$ cat src/rtl/tiled_addr_pkg.sv
package tiled_addr_pkg;
    localparam int MT_SHIFT      = 6;   // 64-byte microtile
    localparam int SUBTILE_SHIFT = 10;  // 1 KB subtile
    localparam int TILE_SHIFT    = 12;  // 4 KB tile
    localparam int TILE_MT_LOG2  = 3;   // 8 microtiles across a tile

    typedef logic [1:0] slot_t;
endpackage

$ cat src/rtl/tiled_tile_locator.sv
module tiled_tile_locator #(
    parameter int TW = 9
) (
    input  logic [TW-1:0] x_hi,
    input  logic [TW-1:0] y_hi,
    input  logic [TW-1:0] tpr,
    output logic [TW-1:0] col_adj,
    output logic          odd_row
);
    always_comb begin
        odd_row = y_hi[0];
        if (odd_row) begin
            col_adj = tpr - x_hi - TW'(1);
        end else begin
            col_adj = x_hi;
        end
    end
endmodule

$ cat src/rtl/tiled_subtile_map.sv
module tiled_subtile_map
    import tiled_addr_pkg::*;
(
    input  logic [1:0] idx,
    input  logic       odd_row,
    output slot_t      slot
);
    always_comb begin
        if (odd_row) begin
            unique case (idx)
                2'd0:    slot = 2'd2;
                2'd1:    slot = 2'd1;
                2'd2:    slot = 2'd3;
                default: slot = 2'd0;
            endcase
        end else begin
            unique case (idx)
                2'd0:    slot = 2'd0;
                2'd1:    slot = 2'd3;
                2'd2:    slot = 2'd1;
                default: slot = 2'd2;
            endcase
        end
    end
endmodule

$ cat src/rtl/tiled_align_check.sv
module tiled_align_check #(
    parameter bit CHECK_COORDS = 1'b1
) (
    input  logic [1:0] x_lo,
    input  logic [1:0] y_lo,
    input  logic [2:0] stride_lo,
    output logic       err
);
    logic stride_bad;
    assign stride_bad = |stride_lo;

    generate
        if (CHECK_COORDS) begin : g_coord
            assign err = stride_bad | (|x_lo) | (|y_lo);
        end else begin : g_stride_only
            logic unused_lo;
            assign unused_lo = ^{x_lo, y_lo};
            assign err = stride_bad;
        end
    endgenerate
endmodule

$ cat src/rtl/tiled_addr_gen.sv
module tiled_addr_gen
    import tiled_addr_pkg::*;
#(
    parameter int COORD_W = 12,
    parameter int ADDR_W  = 32,
    parameter bit FINE_EN = 1'b0
) (
    input  logic               clk,
    input  logic               rst_n,
    input  logic               in_valid,
    input  logic [COORD_W-1:0] mt_x,
    input  logic [COORD_W-1:0] mt_y,
    input  logic [COORD_W-1:0] row_mt,
    output logic               out_valid,
    output logic [ADDR_W-1:0]  out_addr,
    output logic               out_align_err
);
    localparam int TW = COORD_W - TILE_MT_LOG2;

    typedef struct packed {
        logic          vld;
        logic          err;
        slot_t         slot;
        logic [3:0]    fine;
        logic [TW-1:0] col;
        logic [TW-1:0] row;
        logic [TW-1:0] tpr;
    } stage1_t;

    typedef struct packed {
        logic              vld;
        logic              err;
        logic [ADDR_W-1:0] addr;
    } stage2_t;

    typedef struct packed {
        stage1_t s1;
        stage2_t s2;
    } state_t;

    state_t state_d, state_q;

    logic [TW-1:0] col_adj;
    logic          odd_row;
    slot_t         slot;
    logic          align_err;
    logic [3:0]    fine_idx;

    tiled_tile_locator #(.TW(TW)) u_loc (
        .x_hi    (mt_x[COORD_W-1:TILE_MT_LOG2]),
        .y_hi    (mt_y[COORD_W-1:TILE_MT_LOG2]),
        .tpr     (row_mt[COORD_W-1:TILE_MT_LOG2]),
        .col_adj (col_adj),
        .odd_row (odd_row)
    );

    tiled_subtile_map u_map (
        .idx     ({mt_y[2], mt_x[2]}),
        .odd_row (odd_row),
        .slot    (slot)
    );

    tiled_align_check #(.CHECK_COORDS(!FINE_EN)) u_chk_align (
        .x_lo      (mt_x[1:0]),
        .y_lo      (mt_y[1:0]),
        .stride_lo (row_mt[2:0]),
        .err       (align_err)
    );

    generate
        if (FINE_EN) begin : g_fine
            assign fine_idx = {mt_y[1:0], mt_x[1:0]};
        end else begin : g_coarse
            assign fine_idx = 4'd0;
        end
    endgenerate

    always_comb begin
        state_d = state_q;

        state_d.s1.vld = in_valid;
        if (in_valid) begin
            state_d.s1.err  = align_err;
            state_d.s1.slot = slot;
            state_d.s1.fine = fine_idx;
            state_d.s1.col  = col_adj;
            state_d.s1.row  = mt_y[COORD_W-1:TILE_MT_LOG2];
            state_d.s1.tpr  = row_mt[COORD_W-1:TILE_MT_LOG2];
        end

        state_d.s2.vld = state_q.s1.vld;
        if (state_q.s1.vld) begin
            state_d.s2.err  = state_q.s1.err;
            state_d.s2.addr =
                ((ADDR_W'(state_q.s1.row) * ADDR_W'(state_q.s1.tpr)
                  + ADDR_W'(state_q.s1.col)) << TILE_SHIFT)
                + (ADDR_W'(state_q.s1.slot) << SUBTILE_SHIFT)
                + (ADDR_W'(state_q.s1.fine) << MT_SHIFT);
        end
    end

    always_ff @(posedge clk) begin
        if (!rst_n) begin
            state_q <= '0;
        end else begin
            state_q <= state_d;
        end
    end

    assign out_valid     = state_q.s2.vld;
    assign out_addr      = state_q.s2.addr;
    assign out_align_err = state_q.s2.err;
endmodule

$ cat config.mk
export PLATFORM = sky130hd
export DESIGN_NAME = tiled_addr_gen
export DESIGN_NICKNAME = d
export VERILOG_FILES = /design/src/rtl/tiled_addr_pkg.sv /design/src/rtl/tiled_tile_locator.sv /design/src/rtl/tiled_subtile_map.sv /design/src/rtl/tiled_align_check.sv /design/src/rtl/tiled_addr_gen.sv
export SDC_FILE = /design/constraint.sdc
export NUM_CORES = 1
export LEC_CHECK = 0
export BUFFER_PORTS_ARGS = -buffer_cell sky130_fd_sc_hd__buf_2
export CAP_MARGIN = 20
export CORE_MARGIN = 3
export CORE_UTILIZATION = 45
export CTS_CLUSTER_DIAMETER = 80
export DETAILED_ROUTE_END_ITERATION = 8
export GPL_TIMING_DRIVEN = 0
export PLACE_DENSITY = 0.66
export RECOVER_POWER = 100
export SLEW_MARGIN = 20
export SYNTH_ARGS = -nofsm -noshare
export SYNTH_HDL_FRONTEND = slang
export SYNTH_SLANG_ARGS = --single-unit
export TNS_END_PERCENT = 30
$ cat constraint.sdc
create_clock -name clk -period 15.9 [get_ports clk]
set_clock_uncertainty 0.1 [all_clocks]
set_input_delay 0.795 -clock clk [delete_from_list [all_inputs] [get_ports clk]]
set_output_delay 0.795 -clock clk [all_outputs]
set_load 0.03 [all_outputs]
==> Yosys cells after proc, flatten, opt, wreduce, memory -nomap -nowiden <==
Index checks and enable logic that the tools add are counted.
{ "word_totals": {"ff_bits": 65, "input_bits": 39, "output_inout_bits": 34, "elab_cells": 26} }
{ "op_classes": {"addsub": 4, "n_reduce_logical": 4, "n_mux": 4, "bitwise_logic": 2, "eq_ne": 2, "n_mul": 1} }
{ "ops": {"columns": ["op", "n"], "rows": [
  ["adder 31 x 12 -> 32 bit", 1],
  ["adder 18 x 9 -> 19 bit", 1],
  ["multiplier 9 x 9 -> 18 bit", 1],
  ["one-hot mux 2 bit (3 select lines)", 2],
  ["2-to-1 mux 9 bit", 1],
  ["subtractor 9 x 1 -> 9 bit, second input constant", 1],
  ["subtractor 9 bit", 1],
  ["OR reduction 2 bit", 2],
  ["OR reduction 3 bit", 1],
  ["== test 2 x 1 -> 1 bit, second input constant", 1],
  ["== test 2 bit, second input constant", 1],
  ["zero test 2 bit", 1],
  ["2-to-1 mux 2 bit", 1],
  ["OR 1 bit", 2]
]} }

==> Depth between registers and ports, before layout <==
Gate-level depths: netlist (run 1).
{ "logic_depth": {"depth_word": 3, "depth_mapped": 20, "depth_no_buf": 18} }

==> Modules after synthesis <==
A second synthesis (run 1) with hierarchy kept.
{ "hier_totals": {"hier_cells": 646, "area_unflattened_um2": 5766.8} }
{ "by_module_without_submodules": {"columns": ["module", "cells_each", "seq_area_each_um2", "n_inst", "area_each_um2"], "rows": [
  ["tiled_addr_gen", 569, 1081.0, 1, 5201.2],
  ["tiled_tile_locator", 64, 0.0, 1, 473.0],
  ["tiled_subtile_map", 10, 0.0, 1, 77.6],
  ["tiled_align_check", 3, 0.0, 1, 15.0]
]} }

==> Worst setup path before layout (run 1) <==
OpenSTA, ideal clock, no wires.
{ "synth_timing": {"kind": "register to register", "from": "register state_q[34] (netlist name)", "to": "register state_q, in the netlist out_addr[30]", "synth_period_minus_slack_ps": 5004, "slack_ps": 10896, "t_required_ps": 15678, "t_arrival_ps": 4782, "n_path_buf": 1, "setup_ps": 122, "path_stages_with_launch": 20, "path_cell_list": "dfxtp_1 clkbuf_1 nand2_1 fa_1 inv_1 fa_1 inv_1 fa_1 inv_1 fa_1 inv_1 fa_1 inv_1 ha_1 nor4_1 o21ai_1 a311oi_1 o21ai_1 mux2i_1 a221o_1"} }
{ "synth_via": {"elab_chain_cells": 3} }
{ "synth_lines": {"columns": ["item", "line_no", "rtl"], "rows": [
  ["start, declared", "tiled_addr_gen.sv:41", "state_t state_d, state_q;"],
  ["start signal, assigned", "tiled_addr_gen.sv:106", "state_q <= state_d;"],
  ["multiplier 9 x 9 -> 18 bit", "tiled_addr_gen.sv:95", "((ADDR_W'(state_q.s1.row) * ADDR_W'(state_q.s1.tpr)"],
  ["adder 18 x 9 -> 19 bit", "tiled_addr_gen.sv:96", "+ ADDR_W'(state_q.s1.col)) << TILE_SHIFT)"],
  ["adder 31 x 12 -> 32 bit", "tiled_addr_gen.sv:97", "+ (ADDR_W'(state_q.s1.slot) << SUBTILE_SHIFT)"]
]} }
No other way between the ends.
A chain may end at the register's enable or synchronous reset.

==> Worst setup path in the final report (run 1) <==
Ends and elaborated chain as after synthesis.

==> results of run 1 <==
## layout by cell type, fill, tap and decap left out, types with 4 or more instances in the layout
cell,netlist,layout
a211oi_1,9,9
a21o_1,6,6
a21oi_1,21,22
and2_1,55,53
buf_2,0,33
buf_4,33,32
clkbuf_1,17,50
clkbuf_16,0,5
conb_1,1,11
dfxtp_1,54,54
fa_1,57,57
ha_1,68,68
inv_1,75,75
mux2i_1,36,36
nand2_1,42,42
nand2b_1,5,5
nor2_1,54,54
nor3_1,4,4
o21ai_0,23,26
or3_1,4,4
xnor2_1,12,12
## cell usage after synthesis (all sizes together), types with 2 or more instances
library cell	instances	area share
inv	75	0.049
ha	68	0.15
fa	57	0.20
and2	55	0.060
dfxtp	54	0.19
nor2	54	0.036
nand2	43	0.029
buf	39	0.049
mux2i	36	0.063
o21ai	27	0.024
a21oi	22	0.020
clkbuf	18	0.012
xnor2	12	0.018
a211oi	9	0.012
a21o	6	0.0079
nand2b	5	0.0055
nor3	4	0.0035
or3	4	0.0044
a31oi	3	0.0033
nand3	3	0.0026
nor4	3	0.0033
o211ai	3	0.0039
o21a	3	0.0039
xor2	3	0.0046
a2111oi	2	0.0031
a311oi	2	0.0031
and4	2	0.0037
nand4	2	0.0022
o21bai	2	0.0026
## area by class of cell
type	instances	area (um2)	share of cell area
tap	168	210.2	0.03293
multi-input combinational	462	4029	0.6311
timing repair buffer	59	262.8	0.04116
clock inverter	2	38.79	0.006076
sequential	54	1081	0.1693
inverter	75	281.5	0.04410
buffer	57	341.6	0.05351
clock buffer	6	138.9	0.02176
## how the worst min path moves through the flow
stage / end / cells after the start
after floorplan: out_addr[21]$_SDFFE_PN0P_ / 2
after global placement: out_addr[24]$_SDFFE_PN0P_ / 2
after detailed placement: out_addr[21]$_SDFFE_PN0P_ / 2
after CTS: out_addr[21]$_SDFFE_PN0P_ / 2
after global routing: out_addr[24]$_SDFFE_PN0P_ / 2
final: out_addr[21]$_SDFFE_PN0P_ / 2
## logic make-up (layout without fill, tap and decap cells)
family	count (synthesis)	count (layout)
compound gates	93	93
xor+xnor	15	15
buf+inv	132	199
fa+ha+maj	125	125
simple gates	182	182
flops	54	54
other cells	1	11
mux	36	36
## through the flow
| step | setup WS, ns | cell area, um2 | cells | hold WS [ns] |
|---|---|---|---|---|
| 6_report | 10.14 | 6384 | 883 | 0.3601 |
| 5_1_grt | 9.891 | 6384 | 883 | 0.3912 |
| 4_1_cts | 10.27 | 6425 | 883 | 0.3664 |
| 3_5_place_dp | 10.29 | 6247 | 875 | 0.3492 |
| 3_3_place_gp | 10.40 | 6247 | 875 | 0.3466 |
| 2_1_floorplan | 10.90 | 5742 | 648 | 0.3263 |
## power groups by stage
stage	registers [W]	logic [W]	clock network, W
2_1_floorplan	0.000151	0.0000884	0
5_1_grt	0.000152	0.000131	0.000142
3_5_place_dp	0.000154	0.000118	0
4_1_cts	0.000151	0.000118	0.000137
3_3_place_gp	0.000154	0.000115	0
6_report	0.000151	0.000115	0.000136
## metal layers
metal,global-route usage,share of wire,up-vias
met5,0,0,-
met4,0.03983,0.013,0
met3,0.02249,0.044,15
met2,0.3371,0.51,109
met1,0.2330,0.43,2189
li1,-,-,2215
## registers in the layout, indices dropped and copies added, names as in the netlist
signal,cells
out_valid,1
out_align_err,1
out_addr,21
state_q,30
state_d,1
## worst max-delay path, cell delays in order, from the launching register on
cell	delay, ns
dfxtp_1	0.31
clkbuf_1	0.39
nand2_1	0.15
fa_1	0.56
inv_1	0.06
fa_1	0.50
inv_1	0.06
fa_1	0.53
inv_1	0.06
fa_1	0.54
inv_1	0.06
fa_1	0.49
inv_1	0.04
ha_1	0.22
nor4_1	0.26
o21ai_0	0.25
a311oi_1	0.40
o21ai_0	0.20
mux2i_1	0.15
a221o_1	0.32
==> run metrics, run 1 <==
outcome complete, no violations; Final Setup Violations 0; reg2reg start state_q[34]$_SDFFE_PN0P_; mapped cell area 5704 um2; initial core utilization 0.4671; Die X 118.6 um; CTS buffer count 5; r2r endpoint out_addr[30]$_SDFFE_PN0P_; P_int 0.0002694 W; DRC violations left 0; cells resized by post-CTS repair 0; crit path time final 5.757 ns; final-stage net count 878; Congestion Overflow GR 0; FF-to-FF setup slack 10.14 ns; post-route antenna net violation count 0; CP Capture Type flop; H-tree levels 2; switching portion of total power 0.3299; Top Ports 73; total power 0.0004021 W; Inserted Diodes 0; synthesis-to-layout area growth 11.91%; EDFF count, synth 0; PortBufs 59; layout cells sized above 1 0.1091; VDD IR max 0.00005973 V; Clk pwr share 0.338; Synth Area in Simple Gates 0.1592; register area share after synthesis 0.1895; fillcell total 1177; Power Density 62.99 nW/um2; Initial DRT Pass Iterations 4; Synth Flop Type dfxtp_1; largest family of logic cells by synthesized area adder cells; Clk Latency, worst-skew pair 0.30 ns; DRT iter0 DRCs 174; hold_sp out_addr[21]$_SDFFE_PN0P_; final hold vios 0; clk root buf clkbuf_16; Slew Viols, Final 0; unrepaired setup endpoints after global routing false; reg2reg path depth 19; Overall Global Routing Usage 0.1847; initial antenna violation count 0; Worst slew margin 0.5314; kind of critical path flop to flop; via count 4528; setup bufs post-CTS 0; CTS max path bufs 2; CTS tree built; largest net degree at the start of global routing 18; Leakage 3.281 nW; HPWL Detailed 10.40 mm; Critical Path Source Type flop; max-cap viol count 0; FP Rows 40; Worst Path Arrival 5.85 ns; Yosys Warn Count 0; worst path required time 16.00 ns; post-synth cell types 58; Core Area 12210 um2; Net Sw Power 0.0001326 W; post-synthesis compound-gate area fraction 0.1051; Placer Congestion 0.8688; CTS Hold Buffers Added 0; Cells after Synth 638; die area 14060 um2; worst-margin pin slew 0.7029 ns; fin util 0.5227; CTS Sinks 54; Routed Wire Length 12.80 mm; setup TNS 0 ns; post-route clock period utilization 0.3621; vias in the first global route 4620; Avg Cell Area, Syn 8.941 um2; Achievable Freq 0.1737 GHz; first-pass GRT wire length 21.54 mm; crit path max fanout 10; Die Height 118.6 um; sequential share of power 0.376; proportion of synthesized area in mux cells 0.06317; post-synthesis xor/xnor area fraction 0.02303; Via density 5.128; Critical Path End out_addr[30]$_SDFFE_PN0P_; clk slew on worst S/H paths 0.08 ns; wire length per cell 14.49 um; Synth Register Bits 54; crit path launch state_q[34]$_SDFFE_PN0P_; ys async rst share 0; Logic pwr share 0.286; Worst Hold Class flop to flop; Post-Synth Adder-Cell Area 0.3492
Power figures use the tool's default switching activity.
==> inputs of run 2 (changes only) <==
- clock period: 15.9 -> 5.5 ns (I/O delays scaled with it)
==> run 2 against run 1 <==
  * First-iteration DRC count down 6.9%
  * Clock power rose to 2.9 times the previous value
  * Power rose to 2.9 times the previous value
  * Sequential cell count unchanged
  * Critical path depth down 3
  * Die area unchanged
  * Non-clock buffer count down 9
  * Sequential share of layout area up 0.22 points
  * Critical path type unchanged
  * Largest cell class unchanged
==> run metrics, run 2 (same netlist as run 1, synthesis figures left out) <==
HPWL Detailed 10.40 mm (unchanged); Congestion Overflow GR 0 (unchanged); sequential share of power 0.386 (+0.010); P_int 0.0007794 W (+190%); setup bufs post-CTS 0 (unchanged); reg2reg path depth 16 (-3); slowest CP cell fa_1; final hold vios 0 (unchanged); crit-path cells nand2_1 -> fa_1 -> inv_1 -> fa_1 -> ha_1 -> fa_1 -> inv_1 -> fa_1 -> inv_1 -> ha_1 -> or3_1 -> a21o_1 -> a311oi_1 -> o21ai_1 -> mux2i_1 -> a221o_1; DRT iter0 DRCs 162 (-6.9%); crit path max fanout 10 (unchanged); Final Setup Violations 0 (unchanged); crit path launch state_q[46]$_SDFFE_PN0P_; hold_sp mt_y[10]; CTS max path bufs 2 (unchanged); switching portion of total power 0.3281 (-0.001825); VDD IR max 0.0001716 V (+190%); crit path time final 5.286 ns (-0.4712 ns); r2r endpoint out_addr[30]$_SDFFE_PN0P_; Core Area 12210 um2 (unchanged); H-tree levels 2 (unchanged); Via density 5.087 (-0.80%); post-route antenna net violation count 0 (unchanged); DRC violations left 0 (unchanged); clk slew on worst S/H paths 0.08 ns (about the same); FF-to-FF setup slack 0.21 ns (-9.93 ns); synthesis-to-layout area growth 11.49%; CP Capture Type flop; initial core utilization 0.4671 (unchanged); final-stage net count 869 (-1.0%); most frequent cells in the layout 75 x inv_1, 68 x ha_1, 57 x fa_1, 54 x nor2_1, 53 x and2_1; Achievable Freq 0.1892 GHz (+8.9%); setup TNS 0 ns (unchanged); die area 14060 um2 (unchanged); most common cell after layout, fill and taps aside inv_1; WP depth 16 (-3); Logic pwr share 0.277 (-0.009); Placer Congestion 0.8688 (unchanged); largest net degree at the start of global routing 18 (unchanged); Die X 118.6 um (unchanged); max-cap viol count 0 (unchanged); Initial DRT Pass Iterations 4 (unchanged); max FFs per register 30 (unchanged); outcome complete, no violations; hold_ws 0.1065 ns (-0.2536 ns); Die Height 118.6 um (unchanged); Net Sw Power 0.0003806 W (+190%); first-pass GRT wire length 21.53 mm (about the same); wire length per cell 14.52 um (+0.18%); Inserted Diodes 0 (unchanged); Worst Hold Class input pin to flop; PortBufs 59 (unchanged); unrepaired setup endpoints after global routing false; layout cells sized above 1 0.1204 (+0.01131); worst path required time 5.60 ns (-10.40 ns); CTS Sinks 54 (unchanged); Slew Viols, Final 0 (unchanged); CTS tree built; Top Ports 73 (unchanged); kind of critical path flop to flop; FP Rows 40 (unchanged); Critical Path Source Type flop; initial antenna violation count 0 (unchanged); via count 4446 (-1.8%); Routed Wire Length 12.69 mm (-0.84%); Worst Path Arrival 5.38 ns (-0.47 ns); crit path buf inv count 3 (-3); Critical Path End out_addr[30]$_SDFFE_PN0P_; Worst slew margin 0.5388 (+0.007386); worst-margin pin slew 0.6919 ns (-0.01108 ns); vias in the first global route 4595 (-0.54%); post-route clock period utilization 0.9610 (+0.5990); CTS buffer count 5 (unchanged); Overall Global Routing Usage 0.1846 (about the same); Clk Latency, worst-skew pair 0.30 ns (about the same); Power Density 182.4 nW/um2 (+190%); Clk pwr share 0.338 (about the same); reg2reg start state_q[46]$_SDFFE_PN0P_; max incr delay on CP 0.56 ns (about the same); Largest Register state_q; clk root buf clkbuf_16; CTS Hold Buffers Added 0 (unchanged); Leakage 3.271 nW (-0.31%); CP delay by family, top adder cells; fillcell total 1173 (-0.34%); most frequent CP cell fa_1
## run 2: cell count changes in the layout (fill, tap and decap cells not counted)
cell,change
o21ai_1,+3
dfxtp_2,+5
buf_6,-1
dfxtp_4,+1
a21oi_2,+1
clkbuf_1,-9
buf_4,+1
a21oi_1,-1
dfxtp_1,-6
o21ai_0,-3
## run 2: metrics by stage
stage	total power [W]	util	area (um2)	setup slack, ns	instances
floorplan	0.0006922	-	5742	0.4960	648
global placement	0.0007767	0.5116	6247	0.001467	875
detailed placement	0.0007856	0.5116	6247	-0.1130	875
CTS	0.001175	0.5249	6410	0.0005316	879
global route	0.001230	0.5208	6360	0.004832	874
finish	0.001160	0.5208	6360	0.2143	874
## run 2: what timing repair did
item / in CTS / in global routing
endpoints found under the setup margin: 2 / 5
pin swaps: 0 / 1
resized for setup: 0 / 7
## run 2: worst reg2reg max path, stage by stage, from the launching register on
cell and delay, ns:
dfxtp_1 0.52, nand2_1 0.14, fa_1 0.55, inv_1 0.06
fa_1 0.45, ha_1 0.33, fa_1 0.56, inv_1 0.06
fa_1 0.49, inv_1 0.04, ha_1 0.34, or3_1 0.36
a21o_1 0.23, a311oi_1 0.35, o21ai_1 0.15, mux2i_1 0.14
a221o_1 0.31
## run 2: area by class of cell
type                    count  area, um2  share of cell area
clock inverters             2      38.79            0.006099
clock buffers               6      138.9             0.02184
multi-input cells         462       4033              0.6341
repair buffers             59      262.8             0.04131
flip-flops and latches     54       1091              0.1716
well taps                 168      210.2             0.03305
plain buffers              48      304.0             0.04781
inverters                  75      281.5             0.04427
## run 2: power groups by stage
stage               logic, W  registers, W  clock network, W
floorplan           0.000256      0.000437                 0
global placement    0.000333      0.000444                 0
CTS                 0.000336      0.000442          0.000397
finish              0.000321      0.000447          0.000392
global route        0.000365      0.000453          0.000412
detailed placement  0.000340      0.000446                 0
## run 2: how the worst min path moves through the flow
stage | slack (ns) | endpoint | depth (start not counted)
floorplan | 0.32 | state_q[34]$_SDFFE_PN0P_ | 2
global placement | 0.35 | out_addr[24]$_SDFFE_PN0P_ | 2
detailed placement | 0.35 | out_addr[21]$_SDFFE_PN0P_ | 2
CTS | 0.11 | state_q[50]$_SDFFE_PN0P_ | 3
global route | 0.13 | state_q[49]$_SDFFE_PN0P_ | 3
finish | 0.11 | state_q[50]$_SDFFE_PN0P_ | 3
## run 2: layer usage
| metal | GRT usage | vias to the layer above | wire length, um |
|---|---|---|---|
| met4 | 0.03983 | 0 | 156 |
| met3 | 0.02249 | 15 | 512 |
| met5 | 0 | - | 0 |
| li1 | - | 2192 | - |
| met1 | 0.2333 | 2139 | 5494 |
| met2 | 0.3364 | 100 | 6527 |
==> inputs of run 3 (changes only) <==
==> constraint.sdc (replaced) <==
create_clock -name clk -period 5.5 [get_ports clk]
set_clock_uncertainty 0.1 [all_clocks]
set_input_delay 0 -clock clk [delete_from_list [all_inputs] [get_ports clk]]
set_output_delay 0 -clock clk [all_outputs]
set_load 0.03 [all_outputs]
==> run 3 against run 2 <==
  * Sequential power barely moved
  * Critical path depth did not move
  * Sequential cell count did not move
  * Setup slack improved by 0.0052 ns
  * Count of clock-buffer cells in the layout did not move
  * Sequential share of layout area fell by 0.62 points
  * Design area rose by 3.8%
  * Via count rose by 2.5%
  * Die area did not move
  * Global-route usage rose by 0.34 points
  * Combinational power rose by 4%
  * Critical path type unchanged
  * Critical endpoint unchanged
==> run metrics, run 3 (same netlist as run 1, synthesis figures left out) <==
CTS buffer count 5 (unchanged); DRT iter0 DRCs 164 (+1.2%); crit path launch state_q[46]$_SDFFE_PN0P_; crit path time final 5.280 ns (-0.005205 ns); Power Density 177.8 nW/um2 (-2.5%); Achievable Freq 0.1894 GHz (about the same); clk slew on worst S/H paths 0.08 ns (about the same); final hold vios 0 (unchanged); HPWL Detailed 10.40 mm (unchanged); first-pass GRT wire length 21.94 mm (+1.9%); Die X 118.6 um (unchanged); most common cell after layout, fill and taps aside inv_1; total power 0.001173 W (+1.2%); crit path max fanout 10 (unchanged); most frequent CP cell fa_1; worst path required time 5.60 ns (about the same); layout cells sized above 1 0.1151 (-0.005328); Critical Path Source Type flop; total placed cells including tap cells 875 (unchanged); hold_sp mt_x[7]; clk root buf clkbuf_16; Routed Wire Length 13.00 mm (+2.4%); Clk Latency, worst-skew pair 0.30 ns (about the same); Largest Register state_q; Congestion Overflow GR 0 (unchanged); post-route antenna net violation count 0 (unchanged); CP Capture Type flop; max FFs per register 30 (unchanged); die area 14060 um2 (unchanged); Via density 5.076 (-0.22%); crit path buf inv count 3 (unchanged); Die Height 118.6 um (unchanged); final-stage net count 893 (+2.8%); initial antenna violation count 0 (unchanged); non-filler instance count after layout 898 (+2.7%); Leakage 3.371 nW (+3.1%); Post-Layout Inst Area 6599 um2 (+3.8%); H-tree levels 2 (unchanged); CTS Sinks 54 (unchanged); largest net degree at the start of global routing 18 (unchanged); VDD IR max 0.0001720 V (+0.24%); via count 4558 (+2.5%); initial core utilization 0.4671 (unchanged); Slew Viols, Final 0 (unchanged); CTS tree built; Overall Global Routing Usage 0.1880 (+0.003444); slowest CP cell fa_1; Initial DRT Pass Iterations 4 (unchanged); Inserted Diodes 0 (unchanged); fin util 0.5404 (+0.01957); max-cap viol count 0 (unchanged); wire length per cell 14.47 um (-0.30%); max incr delay on CP 0.56 ns (about the same); FP Rows 40 (unchanged); PortBufs 59 (unchanged); Worst slew margin 0.5274 (-0.01135); unrepaired setup endpoints after global routing false; CP delay by family, top adder cells; Worst Hold Class input pin to flop; vias in the first global route 4704 (+2.4%); worst-margin pin slew 0.7089 ns (+0.01702 ns); post-route clock period utilization 0.9601 (about the same); DRC violations left 0 (unchanged); most frequent cells in the layout 75 x inv_1, 68 x ha_1, 57 x fa_1, 54 x nor2_1, 53 x and2_1; Top Ports 73 (unchanged); reg2reg start state_q[46]$_SDFFE_PN0P_; crit-path cells nand2_1 -> fa_1 -> inv_1 -> fa_1 -> ha_1 -> fa_1 -> inv_1 -> fa_1 -> inv_1 -> ha_1 -> or3_1 -> a21o_1 -> a311oi_1 -> o21ai_1 -> mux2i_1 -> a221o_1; Placer Congestion 0.8688 (unchanged); outcome complete, no violations; placed cell area 6247 um2 (unchanged); synthesis-to-layout area growth 15.68%; Worst Path Arrival 5.38 ns (about the same); CTS max path bufs 2 (unchanged); Final Setup Violations 0 (unchanged); kind of critical path flop to flop; Core Area 12210 um2 (unchanged)
-- run 3: changes by cell type in the layout (fill, tap and decap cells not counted) --
cell	change
dlygate4sd3_1	+24
buf_1	+1
buf_2	-1
-- run 3: layer usage --
layer | wire length, um | part of all wire | track usage | vias to the layer above
met5 | 0 | 0 | 0 | -
met3 | 477 | 0.037 | 0.02297 | 17
li1 | - | - | - | 2238
met4 | 223 | 0.017 | 0.04707 | 0
met1 | 5622 | 0.43 | 0.2345 | 2192
met2 | 6674 | 0.51 | 0.3432 | 111
-- run 3: layout make-up --
class	count	area [um2]
fill	1141	5613
multi-input combinational	462	4033
sequential	54	1091
timing repair buffer	83	501.7
buffer	48	304.0
inverter	75	281.5
tap	168	210.2
clock buffer	6	138.9
clock inverter	2	38.79
-- run 3: worst reg2reg max path: stages (launching register included) --
cell and delay, ns:
dfxtp_1 0.52, nand2_1 0.13, fa_1 0.55, inv_1 0.06, fa_1 0.45, ha_1 0.33
fa_1 0.56, inv_1 0.06, fa_1 0.49, inv_1 0.04, ha_1 0.34, or3_1 0.36
a21o_1 0.23, a311oi_1 0.35, o21ai_1 0.15, mux2i_1 0.14, a221o_1 0.31
-- run 3: stage by stage --
step           TNS (ns)  setup slack [ns]  hold slack [ns]
6_report              0            0.2195         0.004752
3_5_place_dp    -0.1130           -0.1130           0.1460
2_1_floorplan         0            0.4960          0.04739
4_1_cts               0         0.0005316         0.005346
5_1_grt               0          0.004832          0.04537
3_3_place_gp          0          0.001467           0.1346
-- run 3: report_power, final --
part           internal (W)  switching (W)  leakage [nW]  total (W)
registers          0.000415      0.0000326         0.446   0.000448
clock network      0.000230       0.000162        0.0875   0.000391
logic              0.000146       0.000189          2.84   0.000334
total              0.000790       0.000383          3.37    0.00117
-- run 3: repair_timing --
item,CTS,global route
endpoints found under the hold margin,22,0
gates cloned,0,0
setup endpoints to repair,2,5
pin swaps,0,1
buffers inserted,0,0
resized for setup,0,7
hold buffers,24,0
-- run 3: path summary, 6_finish.rpt --
check / endpoint / slack [ns] / cells past startpoint
hold reg to reg: out_addr[21]$_SDFFE_PN0P_ / 0.36 / 2
setup reg to reg: out_addr[30]$_SDFFE_PN0P_ / 0.22 / 16
setup / recovery: out_addr[30]$_SDFFE_PN0P_ / 0.22 / 16
hold / removal: state_q[56]$_SDFFE_PN0P_ / 0.005 / 3
